<file path="src/rtl/irda_pkg.sv">
package irda_pkg;
   typedef enum logic {
      IR_MODE_NORMAL = 1'b0,
      IR_MODE_LOWPWR = 1'b1
   } ir_mode_e;
endpackage

</file>
<file path="src/rtl/irda_lp_divider.sv">
// Low-power clock enable: one pulse every psc core cycles, restartable.
module irda_lp_divider #(
   parameter int PSC_W = 8
) (
   input  logic             clk,
   input  logic             rst_n,
   input  logic             restart,
   input  logic [PSC_W-1:0] psc,
   output logic             lp_tick
);
   logic [PSC_W-1:0] cnt;
   logic             hit;

   assign hit     = (psc != '0) && (cnt == psc - 1'b1);
   assign lp_tick = hit && !restart;

   always_ff @(posedge clk or negedge rst_n) begin
      if (!rst_n)              cnt <= '0;
      else if (restart || hit) cnt <= '0;
      else if (psc != '0)      cnt <= cnt + 1'b1;
   end
endmodule

</file>
<file path="src/rtl/irda_sir_encoder.sv">
// Return-to-zero pulse shaper for the transmit direction.
module irda_sir_encoder
   import irda_pkg::*;
#(
   parameter int OVS         = 16,
   parameter int PULSE_TICKS = 3,
   parameter int PSC_W       = 8
) (
   input  logic             clk,
   input  logic             rst_n,
   input  ir_mode_e         mode,
   input  logic             tick16,
   input  logic [PSC_W-1:0] psc,
   input  logic             uart_tx,
   output logic             pulse_on
);
   localparam int PH_W = $clog2(OVS);
   localparam int PC_W = $clog2(PULSE_TICKS + 1);

   initial begin
      assert (OVS >= 4 && (1 << PH_W) == OVS) else $error("OVS must be a power of two >= 4");
      assert (PULSE_TICKS >= 1 && PULSE_TICKS < OVS) else $error("PULSE_TICKS out of range");
   end

   logic            tx_q;
   logic [PH_W-1:0] phase;
   logic [PC_W-1:0] pulse_cnt;
   logic            edge_seen, bit_start, start_pulse, lp_tick, step;
   logic            lp;

   assign lp          = (mode == IR_MODE_LOWPWR);
   assign edge_seen   = uart_tx ^ tx_q;
   assign bit_start   = edge_seen || (tick16 && phase == PH_W'(OVS - 1));
   assign start_pulse = bit_start && !uart_tx && (!lp || psc != '0);
   assign step        = lp ? lp_tick : tick16;
   assign pulse_on    = (pulse_cnt != '0);

   irda_lp_divider #(.PSC_W(PSC_W)) u_div (
      .clk     (clk),
      .rst_n   (rst_n),
      .restart (start_pulse),
      .psc     (psc),
      .lp_tick (lp_tick)
   );

   always_ff @(posedge clk or negedge rst_n) begin
      if (!rst_n) begin
         tx_q      <= 1'b1;
         phase     <= '0;
         pulse_cnt <= '0;
      end else begin
         tx_q <= uart_tx;
         if (edge_seen)   phase <= '0;
         else if (tick16) phase <= phase + 1'b1;
         if (start_pulse)                    pulse_cnt <= PC_W'(PULSE_TICKS);
         else if (step && pulse_cnt != '0)   pulse_cnt <= pulse_cnt - 1'b1;
      end
   end


   pulse_needs_zero_chk: assert property (@(posedge clk) disable iff (!rst_n)
      $rose(pulse_on) |-> $past(!uart_tx));

   pulse_ends_on_step_chk: assert property (@(posedge clk) disable iff (!rst_n)
      $fell(pulse_on) |-> $past(step));

   lp_zero_psc_dark_chk: assert property (@(posedge clk) disable iff (!rst_n)
      (lp && psc == '0 && !pulse_on) |=> !pulse_on);
endmodule

</file>
<file path="src/rtl/irda_sir_decoder.sv">
// Pulse-to-NRZ converter for the receive direction, with low-power glitch filter.
module irda_sir_decoder
   import irda_pkg::*;
#(
   parameter int HOLD_TICKS  = 17,
   parameter int PSC_W       = 8,
   parameter int SYNC_STAGES = 2
) (
   input  logic             clk,
   input  logic             rst_n,
   input  ir_mode_e         mode,
   input  logic             tick16,
   input  logic [PSC_W-1:0] psc,
   input  logic             ir_in,
   output logic             rx_out
);
   localparam int LC_W = PSC_W + 1;
   localparam int HC_W = $clog2(HOLD_TICKS + 1);

   initial begin
      assert (HOLD_TICKS >= 2) else $error("HOLD_TICKS too small");
      assert (SYNC_STAGES >= 0 && SYNC_STAGES <= 4) else $error("SYNC_STAGES out of range");
   end

   logic            line;
   logic            line_low, accept, lp;
   logic [LC_W-1:0] low_cnt;
   logic [LC_W-1:0] thresh;
   logic [HC_W-1:0] hold_cnt;

   generate
      if (SYNC_STAGES == 0) begin : g_nosync
         assign line = ir_in;
      end else begin : g_sync
         logic [SYNC_STAGES-1:0] sreg;
         always_ff @(posedge clk or negedge rst_n) begin
            if (!rst_n) sreg <= '1;
            else        sreg <= {sreg[SYNC_STAGES-2 >= 0 ? SYNC_STAGES-2 : 0 : 0], ir_in} >> 0;
         end
         assign line = sreg[SYNC_STAGES-1];
      end
   endgenerate

   assign lp       = (mode == IR_MODE_LOWPWR);
   assign line_low = !line;
   assign thresh   = {psc, 1'b0};
   assign accept   = line_low && (!lp || (psc != '0 && low_cnt >= thresh));
   assign rx_out   = (hold_cnt == '0);

   always_ff @(posedge clk or negedge rst_n) begin
      if (!rst_n) begin
         low_cnt  <= '0;
         hold_cnt <= '0;
      end else begin
         if (!line_low)           low_cnt <= '0;
         else if (low_cnt != '1)  low_cnt <= low_cnt + 1'b1;
         if (accept)                         hold_cnt <= HC_W'(HOLD_TICKS);
         else if (tick16 && hold_cnt != '0)  hold_cnt <= hold_cnt - 1'b1;
      end
   end


   rx_fall_needs_low_chk: assert property (@(posedge clk) disable iff (!rst_n)
      $fell(rx_out) |-> $past(line_low));

   rx_rise_on_tick_chk: assert property (@(posedge clk) disable iff (!rst_n)
      $rose(rx_out) |-> $past(tick16));

   lp_zero_psc_reject_chk: assert property (@(posedge clk) disable iff (!rst_n)
      ($fell(rx_out) && $past(lp)) |-> ($past(psc) != '0));
endmodule

</file>
<file path="src/rtl/irda_sir_codec.sv">
module irda_sir_codec
   import irda_pkg::*;
#(
   parameter int OVERSAMPLE  = 16,
   parameter int PULSE_TICKS = 3,
   parameter int HOLD_TICKS  = OVERSAMPLE + 1,
   parameter int PSC_W       = 8,
   parameter int SYNC_STAGES = 2
) (
   input  logic             clk,
   input  logic             rst_n,
   input  logic             sir_en,
   input  logic             lp_mode,
   input  logic             tick16,
   input  logic [PSC_W-1:0] psc,
   input  logic             uart_tx,
   input  logic             ir_in,
   output logic             ir_out,
   output logic             uart_rx
);
   ir_mode_e mode;
   logic     enc_pulse, dec_rx;

   assign mode = ir_mode_e'(lp_mode);

   irda_sir_encoder #(
      .OVS(OVERSAMPLE), .PULSE_TICKS(PULSE_TICKS), .PSC_W(PSC_W)
   ) u_enc (
      .clk(clk), .rst_n(rst_n), .mode(mode), .tick16(tick16),
      .psc(psc), .uart_tx(uart_tx), .pulse_on(enc_pulse)
   );

   irda_sir_decoder #(
      .HOLD_TICKS(HOLD_TICKS), .PSC_W(PSC_W), .SYNC_STAGES(SYNC_STAGES)
   ) u_dec (
      .clk(clk), .rst_n(rst_n), .mode(mode), .tick16(tick16),
      .psc(psc), .ir_in(ir_in), .rx_out(dec_rx)
   );

   assign ir_out  = sir_en ? enc_pulse : uart_tx;
   assign uart_rx = sir_en ? dec_rx    : ir_in;
endmodule

</file>
<file path="config.mk">
export PLATFORM = sky130hd
export DESIGN_NAME = irda_sir_codec
export DESIGN_NICKNAME = d
export VERILOG_FILES = /design/src/rtl/irda_pkg.sv /design/src/rtl/irda_lp_divider.sv /design/src/rtl/irda_sir_encoder.sv /design/src/rtl/irda_sir_decoder.sv /design/src/rtl/irda_sir_codec.sv
export SDC_FILE = /design/constraint.sdc
export NUM_CORES = 1
export LEC_CHECK = 0
export BUFFER_PORTS_ARGS = -buffer_cell sky130_fd_sc_hd__buf_4
export CAP_MARGIN = 15
export CORE_MARGIN = 2
export CORE_UTILIZATION = 54
export DETAILED_ROUTE_END_ITERATION = 10
export GPL_TIMING_DRIVEN = 0
export PLACE_DENSITY = 0.73
export SLEW_MARGIN = 5
export SYNTH_ARGS = -nofsm -noshare
export SYNTH_HDL_FRONTEND = slang
export SYNTH_SLANG_ARGS = --single-unit
</file>
<file path="constraint.sdc">
create_clock -name clk -period 4.44 [get_ports clk]
set_clock_uncertainty 0.15 [all_clocks]
set_input_delay 0.888 -clock clk [delete_from_list [all_inputs] [get_ports clk]]
set_output_delay 0.888 -clock clk [all_outputs]
set_load 0.1 [all_outputs]
</file>
==> impl_metrics.toml <==
[outcome]
outcome = "complete, no violations"

[cells_and_area]
fill_cells = 278
diodes = 0
drive_gt1_frac = 0.1404
fin_area_sq_um = 2218
nets = 258
syn_to_final_growth_pct = 13.07
seq_area_sq_um = 779.5
multi_input_area_sq_um = 1107

[sta]
hold_viol = 0
worstMarginPinSlew_ns = 0.6485
fin_crit_sh = 0.6426
finalWorstSetupSlack_ns = 1.587
rsz0062_at_grt = "no"
tns_ns = 0
clock.fmax_mhz = 350.5
slew_headroom = 0.5651
fin_crit_ns = 2.853
holdWs_ns = 0.2164
finalSetupViolCount = 0
slew_viol_final = 0

[pwr]
powerDensity_nw_per_um2 = 379.7
peakVddDrop_mv = 0.2244
leakage_uw = 0.001057
finalPower_uw = 842.3

[clock_network]
post_cts_resized = 0
clkTransAtPathRegs_ns = 0.10
cts_buffer_depth = 2
clock_sinks = 31
cts.hold.buffers_added = 0
cts.htree.levels = 2
root_buffer = "clkbuf_4"
numCtsBuffers = 5
clock_latency_ns = 0.33
post_cts_buffers = 0
cts_tree = "done"

[synth]
synthesis.nets = 236
async_flop_share = 1.000
netlist_area_sq_um = 1962
synth_ff_type = "dfrtp_1"
synth_seq_cells = 31
synth_area_leader_cell = "dfrtp_1"
ys_warn_count = 0
synth_edf_count = 0
syn_area_per_cell_sq_um = 9.570
syn_inst = 205
synth_top_area_share = 0.3571
synth_common_cells = "dfrtp_1, nor2_1, xor2_1"
yosysUniqueCellTypes = 42
synth_area_leaders = "dfrtp_1, ha_1, xor2_1"
synth-seq-area-share = 0.3973

[die]
die_w_um = 64.28
ios = 17
core_sq_um = 3416
initial_core_util = 0.5744
die-area_sq_um = 4131
fp.dieH_um = 64.28
row_count = 21

[drt]
vias = 1522
wl_per_cell_um = 14.49
drt_iter0_markers = 62
drtAntennaViolNets = 0
totalWireLength_um = 3971
dr.pass1.iters = 4
avgViaCountPerCell = 5.555
drc = 0

[placement]
port_buffers = 15
dpl_cell_area_sq_um = 2132
gp_congestion = 0.8532
pre_cts_ws_ns = 1.384
dp_hpwl_um = 3033

[job]
max_cap_viol_count = 0

[global_route]
grt_pass1_wl_um = 6782
grt_use_total = 0.2112
grt_max_degree = 32
grt_antenna_before_repair = 0
grt_overflow = 0
grt_pass1_vias = 1617

[worst_setup_path]
critical_path_class = "reg -> out"
cp-start-kind = "flop"
cp.required_ns = 3.40
rr_worst_depth = 7
crit_arrival_ns = 1.82
endpoint_kind = "output pin"
cp_max_fo = 3

[min_path]
worstHoldPathType = "reg -> reg"
min_path_cells = 0
## kinds of logic (layout without fill, tap and decap cells)
logic type      after synthesis  in the layout  share of synthesized area
mux                           6              6                    0.03125
simple gates                 75             75                     0.1894
buf+inv                      20             43                    0.03826
compound gates               28             28                     0.1122
flops                        31             31                     0.3973
fa+ha+maj                    16             16                     0.1020
xor+xnor                     29             29                     0.1295
## per-layer routing
layer / GRT usage / routed length (um)
met1: 0.2449 / 1767
met2: 0.3750 / 1974
met3: 0.05282 / 161
met4: 0.07713 / 67
met5: 0 / 0
## placed cells by master, fill, tap and decap left out, drive strengths merged, types with 2 or more instances in the layout
cell and instances:
dfstp 3, nor2 28, xor2 19, nand3 9
a21oi 4, and3 3, a31oi 2, clkbuf 11
inv 15, a211o 2, nor3 5, or3 2
dfrtp 28, a211oi 2, xnor2 10, nand2b 8
buf 15, nand2 9, mux2i 5, o21ai 5
nand4 4, o21a 2, nor2b 2, ha 16
a41oi 2
## stage by stage
| stage | cells | util |
|---|---|---|
| 2_1_floorplan | 205 | - |
| 3_3_place_gp | 266 | 0.6242 |
| 3_5_place_dp | 266 | 0.6242 |
| 4_1_cts | 274 | 0.6495 |
| 5_1_grt | 274 | 0.6495 |
| 6_report | 274 | 0.6495 |
## final timing paths
path	start	to	slack (ns)
max	u_dec.hold_cnt[0]	uart_rx	1.59
min	u_dec.g_sync.sreg[0]	u_dec.g_sync.sreg[1]	0.22
max reg2reg	u_enc.u_div.cnt[2]	u_enc.u_div.cnt[4]	2.15
min reg2reg	u_dec.g_sync.sreg[0]	u_dec.g_sync.sreg[1]	0.22
max in group asynchronous	rst_n	u_enc.tx_q	3.49
min in group asynchronous	rst_n	u_dec.low_cnt[4]	0.32
## state kept, by name, indices dropped and copies added (netlist names)
name,flops
u_dec.hold_cnt,5
u_dec.g_sync.sreg,2
u_enc.u_div.cnt,8
u_enc.pulse_cnt,2
u_enc.tx_q,1
u_dec.low_cnt,9
u_enc.phase,4
## area by class of cell
class / instances / area share
flip-flops and latches: 31 / 0.3514
clock buffers: 6 / 0.02312
clock inverters: 2 / 0.01579
plain buffers: 5 / 0.008460
inverters: 15 / 0.02538
repair buffers: 15 / 0.05076
multi-input cells: 154 / 0.4992
well taps: 46 / 0.02594
## worst max-delay path, stage by stage, from the launching register on
cell     delay, ns
dfrtp_1       0.42
inv_1         0.09
ha_1          0.14
nor4b_1       0.32
mux2_2        0.23
buf_4         0.28
## report_power, final
part	switching [uW]	internal [uW]
sequential	44.2	330
clock	102	133
combinational	133	100
total	279	563
No activity file was read; power rests on OpenSTA's default activity.
